[config.mk]
export PLATFORM = sky130hd
export DESIGN_NAME = txr_flag_ctl
export DESIGN_NICKNAME = d
export VERILOG_FILES = /design/src/rtl/txr_pkg.sv /design/src/rtl/txr_clear_seq.sv /design/src/rtl/txr_flag_bank.sv /design/src/rtl/txr_write_gate.sv /design/src/rtl/txr_flag_ctl.sv
export SDC_FILE = /design/constraint.sdc
export NUM_CORES = 1
export LEC_CHECK = 0
export BUFFER_PORTS_ARGS = -buffer_cell sky130_fd_sc_hd__buf_2
export CORE_AREA = 4 4 44 46
export DETAILED_ROUTE_END_ITERATION = 16
export DIE_AREA = 0 0 48 50
export PLACE_DENSITY_LB_ADDON = 0.2
export SLEW_MARGIN = 10
export SYNTH_ARGS = -nofsm -noshare
export SYNTH_HDL_FRONTEND = slang
export SYNTH_SLANG_ARGS = --single-unit
[constraint.sdc]
create_clock -name clk -period 0.9 [get_ports clk]
set_input_delay 0.045 -clock clk [delete_from_list [all_inputs] [get_ports clk]]
set_output_delay 0.045 -clock clk [all_outputs]
set_load 0.05 [all_outputs]
[src/rtl/txr_pkg.sv]
package txr_pkg;
  localparam int unsigned TXR_PORTS = 4;
  localparam int unsigned TXR_SELW  = (TXR_PORTS > 1) ? $clog2(TXR_PORTS) : 1;

  // next value of one retry flag; a set always beats a clear
  function automatic logic flag_next(logic cur, logic set, logic clr);
    return set | (cur & ~clr);
  endfunction

  // true when the held controls moved between two strobe-high samples
  function automatic logic ctl_moved(logic [TXR_SELW-1:0] sel_now,
                                     logic [TXR_SELW-1:0] sel_old,
                                     logic en_now, logic en_old);
    return (sel_now != sel_old) || (en_now != en_old);
  endfunction
endpackage

[src/rtl/txr_clear_seq.sv]
module txr_clear_seq #(
  parameter int unsigned NPORT = txr_pkg::TXR_PORTS,
  parameter int unsigned SELW  = txr_pkg::TXR_SELW
) (
  input  logic             clk,
  input  logic             rst_n,
  input  logic [SELW-1:0]  port_sel,
  input  logic             irq_en_n,
  input  logic             clr_stb,
  output logic             clr_fire,
  output logic [NPORT-1:0] clr_vec,
  output logic             viol,
  output logic             proto_err
);
  logic            stb_q;
  logic [SELW-1:0] sel_q;
  logic            en_q;
  logic            err_q;
  logic            pulse_start;
  logic            in_pulse;

  assign pulse_start = clr_stb & ~stb_q;
  assign in_pulse    = clr_stb & stb_q;
  assign clr_fire    = pulse_start & ~irq_en_n;
  assign viol        = in_pulse & txr_pkg::ctl_moved(port_sel, sel_q, irq_en_n, en_q);
  assign proto_err   = err_q;

  always_comb begin
    for (int i = 0; i < int'(NPORT); i++) begin
      clr_vec[i] = clr_fire && (int'(port_sel) == i);
    end
  end

  always_ff @(posedge clk or negedge rst_n) begin
    if (!rst_n) begin
      stb_q <= 1'b0;
      sel_q <= '0;
      en_q  <= 1'b1;
      err_q <= 1'b0;
    end else begin
      stb_q <= clr_stb;
      sel_q <= port_sel;
      en_q  <= irq_en_n;
      if (viol) err_q <= 1'b1;
    end
  end

  // one clear per pulse
  p_single_fire_r5: assert property (@(posedge clk) disable iff (!rst_n)
    clr_fire |=> !clr_fire);
  // a detected violation reaches the error output
  p_viol_flags_r6: assert property (@(posedge clk) disable iff (!rst_n)
    viol |=> proto_err);
  // error is sticky
  p_err_sticky_r6: assert property (@(posedge clk) disable iff (!rst_n)
    proto_err |=> proto_err);
  // at most one port addressed
  p_clr_onehot_r3: assert property (@(posedge clk) disable iff (!rst_n)
    $onehot0(clr_vec));
endmodule

[src/rtl/txr_flag_bank.sv]
module txr_flag_bank #(
  parameter int unsigned NPORT = txr_pkg::TXR_PORTS
) (
  input  logic             clk,
  input  logic             rst_n,
  input  logic [NPORT-1:0] retry_set,
  input  logic [NPORT-1:0] clr_vec,
  output logic [NPORT-1:0] flags
);
  for (genvar g = 0; g < int'(NPORT); g++) begin : g_port
    logic flag_q;

    always_ff @(posedge clk or negedge rst_n) begin
      if (!rst_n) flag_q <= 1'b0;
      else        flag_q <= txr_pkg::flag_next(flag_q, retry_set[g], clr_vec[g]);
    end
    assign flags[g] = flag_q;

    // set wins
    p_set_wins_r7: assert property (@(posedge clk) disable iff (!rst_n)
      retry_set[g] |=> flags[g]);
    // addressed clear without set empties the flag
    p_clear_done_r3: assert property (@(posedge clk) disable iff (!rst_n)
      (clr_vec[g] && !retry_set[g]) |=> !flags[g]);
    // flag is sticky otherwise
    p_flag_hold_r1: assert property (@(posedge clk) disable iff (!rst_n)
      (!retry_set[g] && !clr_vec[g]) |=> $stable(flags[g]));
  end
endmodule

[src/rtl/txr_write_gate.sv]
module txr_write_gate #(
  parameter int unsigned NPORT = txr_pkg::TXR_PORTS
) (
  input  logic             clk,
  input  logic             rst_n,
  input  logic [NPORT-1:0] flags,
  input  logic [NPORT-1:0] wr_req,
  output logic [NPORT-1:0] wr_block,
  output logic [NPORT-1:0] wr_reject
);
  logic [NPORT-1:0] rej_q;

  assign wr_block  = flags;
  assign wr_reject = rej_q;

  always_ff @(posedge clk or negedge rst_n) begin
    if (!rst_n) rej_q <= '0;
    else        rej_q <= wr_req & flags;
  end

  for (genvar g = 0; g < int'(NPORT); g++) begin : g_chk
    // a reject only follows a write to a blocked port
    p_reject_cause_r9: assert property (@(posedge clk) disable iff (!rst_n)
      wr_reject[g] |-> $past(wr_req[g] && flags[g]));
  end
endmodule

[src/rtl/txr_flag_ctl.sv]
module txr_flag_ctl #(
  parameter int unsigned NPORT = txr_pkg::TXR_PORTS,
  parameter int unsigned SELW  = txr_pkg::TXR_SELW
) (
  input  logic             clk,
  input  logic             rst_n,
  input  logic [NPORT-1:0] retry_set,
  input  logic [SELW-1:0]  port_sel,
  input  logic             irq_en_n,
  input  logic             clr_stb,
  input  logic [NPORT-1:0] wr_req,
  output logic [NPORT-1:0] retry_pin,
  output logic [NPORT-1:0] retry_pin_oe,
  output logic [NPORT-1:0] wr_block,
  output logic [NPORT-1:0] wr_reject,
  output logic             proto_err
);
  logic             clr_fire;
  logic [NPORT-1:0] clr_vec;
  logic             viol;
  logic [NPORT-1:0] flags;

  txr_clear_seq #(.NPORT(NPORT), .SELW(SELW)) u_seq (
    .clk(clk), .rst_n(rst_n), .port_sel(port_sel), .irq_en_n(irq_en_n),
    .clr_stb(clr_stb), .clr_fire(clr_fire), .clr_vec(clr_vec),
    .viol(viol), .proto_err(proto_err));

  txr_flag_bank #(.NPORT(NPORT)) u_bank (
    .clk(clk), .rst_n(rst_n), .retry_set(retry_set), .clr_vec(clr_vec),
    .flags(flags));

  txr_write_gate #(.NPORT(NPORT)) u_gate (
    .clk(clk), .rst_n(rst_n), .flags(flags), .wr_req(wr_req),
    .wr_block(wr_block), .wr_reject(wr_reject));

  assign retry_pin    = flags;
  assign retry_pin_oe = {NPORT{~irq_en_n}};

  // a violation cycle never fires a clear
  p_viol_no_clear_r6: assert property (@(posedge clk) disable iff (!rst_n)
    viol |-> !clr_fire);
  // driver enable and clear eligibility agree
  p_fire_needs_en_r4: assert property (@(posedge clk) disable iff (!rst_n)
    clr_fire |-> (retry_pin_oe != '0));
endmodule

---- Word level (Yosys, flattened, before mapping) ----
Index checks and enable logic that the tools add are counted.
word-level totals
  output and inout bits ................... 17
  word-level logic and storage cells ...... 39
  bits of input ports ..................... 14
  flip-flop bits (word level) ............. 13
operators by class
  equal/unequal tests ..................... 5
  bitwise gates (word level) .............. 19
  reduce and logical (&&, ||, !) cells .... 6
operators by type and width
  operator            count
  $and 1x1->1         8
  $not 1->1           6
  $and 4x4->4         1
  $eq 2x2->1 const B  2
  $logic_and 1x1->1   4
  $or 1x1->1          4
  $eq 2x1->1 const B  1
  $logic_not 2->1     1
  $ne 2x2->1          1
  $logic_or 1x1->1    1
  $ne 1x1->1          1

---- Depth between registers and ports, before layout ----
  word-level depth ........................ 7
  mapped depth ............................ 2
  gate-level depth less buffers ........... 2

---- Hierarchy ----
A second synthesis with hierarchy kept.
second synthesis, totals
  cells, all modules ...................... 51
  area total of the unflattened synthesis .. 583.1 um2
modules (own cells, without submodules)
  module          instances  seq. area each (um2)  area each (um2)  cells an instance
  txr_clear_seq   1          126.4                 226.5            19
  txr_flag_bank   1          100.1                 175.2            16
  txr_write_gate  1          100.1                 155.1            12
  txr_flag_ctl    1          0.0                   26.3             4

---- Worst setup path after synthesis ----
OpenSTA, ideal clock, no wires.
  path kind ............................... flip-flop to flip-flop
  start point ............................. reg u_seq.stb_q
  end point ............................... reg u_bank.g_port[1].flag_q
  data required time ...................... 0.764 ns
  cell stages (with the launch flop) ...... 3
  setup slack ............................. -0.047 ns
  data arrival time ....................... 0.810 ns
  path buffers ............................ 0
  clock period less this slack ............ 0.947 ns
  setup time .............................. 0.136 ns
  cell sequence ........................... dfrtp_1 nor4b_1 a31oi_1
between the ends
  cells in the longest elaborated chain, start to end .. 7
RTL lines
  element                   RTL line             text
  start: declaration        txr_clear_seq.sv:15  logic stb_q;
  start signal: assignment  txr_clear_seq.sv:41  stb_q <= clr_stb;
  $not 1->1                 txr_clear_seq.sv:22  assign pulse_start = clr_stb & ~stb_q;
  $and 1x1->1               txr_clear_seq.sv:22
  $and 1x1->1               txr_clear_seq.sv:24  assign clr_fire = pulse_start & ~irq_en_n;
  $logic_and 1x1->1         txr_clear_seq.sv:30  clr_vec[i] = clr_fire && (int'(port_sel) == i);
  $not 1->1                 txr_pkg.sv:7         return set | (cur & ~clr);
  $and 1x1->1               txr_pkg.sv:7
  $or 1x1->1                txr_pkg.sv:7
  end signal: assignment    txr_flag_bank.sv:15  else flag_q <= txr_pkg::flag_next(flag_q, retry_set[g], clr_vec[g]);
  end: declaration          txr_flag_bank.sv:11  logic flag_q;
Every way passes these cells.
A chain may end at the register's enable or synchronous reset.

---- Worst setup path after layout ----
  start point ............................. reg u_seq.stb_q
  end point ............................... reg u_bank.g_port[3].flag_q
between the ends
  cells in the longest elaborated chain, start to end .. 7
RTL lines
  element                 RTL line
  $not 1->1               txr_clear_seq.sv:22
  $and 1x1->1             txr_clear_seq.sv:22
  $and 1x1->1             txr_clear_seq.sv:24
  $logic_and 1x1->1       txr_clear_seq.sv:30
  $not 1->1               txr_pkg.sv:7
  $and 1x1->1             txr_pkg.sv:7
  $or 1x1->1              txr_pkg.sv:7
  end signal: assignment  txr_flag_bank.sv:15
  end: declaration        txr_flag_bank.sv:11
Every way passes these cells.

==> impl_metrics.yaml <==
status:
  status: "complete, but fails checks"
  failed_checks: "setup timing"
global_routing:
  grt_max_degree: 14
  grt_pass1_vias: 452
  gr-total-overflow: 0
  antenna_found_initial: 0
  gr-usage-all-layers: 0.119
  grt_pass1_wl_um: 1890
detailed_routing:
  dr.pass1.iters: 2
  wl_met1_um: 419
  vias_per_cell: 4.31
  antenna_left: 0
  drt_iter0_drc: 8
  wl_met3_um: 135
  routed.top_layer: "met4"
  vias: 440
  dr_wl_met2_um: 569
  wl_um: 1150
  drc_errors: 0
  avgRoutedWirePerCell_um: 11.2
synth:
  ys_ff_latch: 13
  synthDistinctLibCells: 12
  synth_simple_gate_area_share: 0.124
  synth-seq-area-share: 0.588
  synth.area.mux_share: 0
  syn_area_um2: 556
  syn_inst: 49
  yosys_warnings: 0
  synth_xor_area_frac: 0.0473
  synth_compound_area_frac: 0.0653
  synth_top_family_by_area: "buffers and inverters"
  synth_fa_ha_area_frac: 0
  post_synth.cell_area_avg_um2: 11.3
  synth_nets: 63
finish:
  syn2layout_area_growth_pct: 63.1
  register_area_um2: 328
  final_common_cell: "buf_2"
  multi_input_area_um2: 161
  layout-drive-gt1-share: 0.512
  final_cell_mix: "17 x buf_2, 12 x buf_6, 11 x dfrtp_1"
  diodes: 0
  layout.nets: 101
  final_area_um2: 906
  fill_cells: 131
clock_network:
  path_clk_slew_ns: 0.08
  root_buffer: "clkbuf_4"
  cts_buffers: 3
  clock_path_buffers: 2
  clock_sinks: 13
  tritoncts: "yes"
  insertion_delay_ns: 0.28
  htreeDepth: 1
worst_setup_path:
  worstPathMaxFanout: 3
  critPathKind: "reg -> reg"
  start_kind: "register"
  slowest_delay_ns: 0.42
  crit_required_ns: 1.06
  crit_slowest_cell: "dfrtp_1"
  crit_path_end_kind: "register"
  path_cells: "and4bb_2, a31oi_1"
  critPathArrivalTime_ns: 1.10
power_and_ir_drop:
  ir_worst_vdd_mv: 0.870
  p_leak_uw: 0.000428
  p_per_area_mw_per_mm2: 1400
place:
  gp_congestion: 0.725
  hpwl_um: 821
  dpl-instance-area_um2: 651
  place_ws_ns: -0.0382
  io_buffers: 30
timing:
  finalSetupViolCount: 9
  clock.fmax_mhz: 1060
  skew_ns: 0.00493
  post-route-period-util: 1.05
  rsz0062_at_grt: "true"
  worst_pin_slew_ns: 0.285
  hold_viol: 0
  period_minus_slack_ns: 0.944
  slew_headroom: 0.810
  slew_violations: 0
  setup_slack_ns: -0.0442
floorplan:
  start_util: 0.369
  core_area_mm2: 0.00151
  die_h_um: 50
  num_rows: 14
  pin_count: 31
  die_w_um: 48
  dieArea_mm2: 0.00240
min_path:
  hp-class: "in -> reg"
run:
  cap_violations: 0
## power breakdown
group	total, uW	internal [uW]	switching, uW
Clock	353	172	181
Sequential	625	610	15.7
Combinational	285	118	167
## synth_stat cells
library cell	count	area share
buf_4	11	0.15
dfrtp_1	12	0.54
a21oi_1	3	0.027
and2_1	4	0.045
a41oi_1	1	0.016
and4bb_2	1	0.023
xnor2_1	3	0.047
dfstp_2	1	0.047
inv_1	4	0.027
nor2_1	6	0.041
a31oi_1	2	0.023
nor4b_1	1	0.016
## stage by stage
stage               instances   util  setup TNS, ns  hold slack [ns]  power (uW)
finish                    102  0.601         -0.103           0.0196        1260
global route              102  0.601         -0.786           0.0134        1330
CTS                       100  0.565         -0.176          -0.0938        1250
detailed placement         84  0.432        -0.0776          -0.0564         853
global placement           84  0.432              0          -0.0552         849
floorplan                  49      -              0           -0.251         790
## repair_timing
item	CTS	global route
endpoints found under the setup margin	15	17
hold buffers	8	1
setup buffers	4	1
resized for setup	21	8
pin swaps	1	3
endpoints found under the hold margin	21	1
## worst paths after layout
kind	from	end	slack, ns	depth (start not counted)
min in group asynchronous	rst_n	u_gate.wr_reject[1]$_DFF_PN0_	0.18	2
max in group asynchronous	rst_n	u_seq.en_q$_DFF_PN1_	0.44	2
setup / recovery	u_seq.stb_q$_DFF_PN0_	u_bank.g_port[3].flag_q$_DFF_PN0_	-0.04	2
hold / removal	retry_set[1]	u_bank.g_port[1].flag_q$_DFF_PN0_	0.02	3
setup reg to reg	u_seq.stb_q$_DFF_PN0_	u_bank.g_port[3].flag_q$_DFF_PN0_	-0.04	2
hold reg to reg	u_bank.g_port[3].flag_q$_DFF_PN0_	u_gate.wr_reject[3]$_DFF_PN0_	0.57	1
## registers in the layout (all words and copies together) (netlist names)
| name | cells |
|---|---|
| u_seq.en_q | 1 |
| u_seq.stb_q | 1 |
| u_bank.g_port.flag_q | 4 |
| u_gate.wr_reject | 4 |
| u_seq.proto_err | 1 |
| u_seq.sel_q | 2 |
## cells by family after synthesis
group,after synthesis
buffers and inverters,15
DFF,13
xor gates and xnor gates,3
and+or+nand+nor,12
AOI/OAI and AO/OA,6
## final cells by class
type,instances,share of cell area
multi-input combinational,21,0.178
sequential,13,0.362
tap,16,0.0221
clock buffer,4,0.0290
inverter,4,0.0166
timing repair buffer,44,0.392
## critical path, delay by kind of cell, from the launching register on
| kind | cells | cell delay [ns] |
|---|---|---|
| and+or+nand+nor | 1 | 0.33 |
| DFF | 1 | 0.42 |
| AOI/OAI and AO/OA | 1 | 0.08 |
## layer usage
| metal | vias to the layer above | GRT usage |
|---|---|---|
| met5 | - | 0 |
| met4 | 0 | 0.0673 |
| met3 | 4 | 0.0691 |
| met2 | 21 | 0.192 |
| met1 | 196 | 0.110 |
| li1 | 219 | - |
Note: power is estimated with default switching activity, not from simulation.
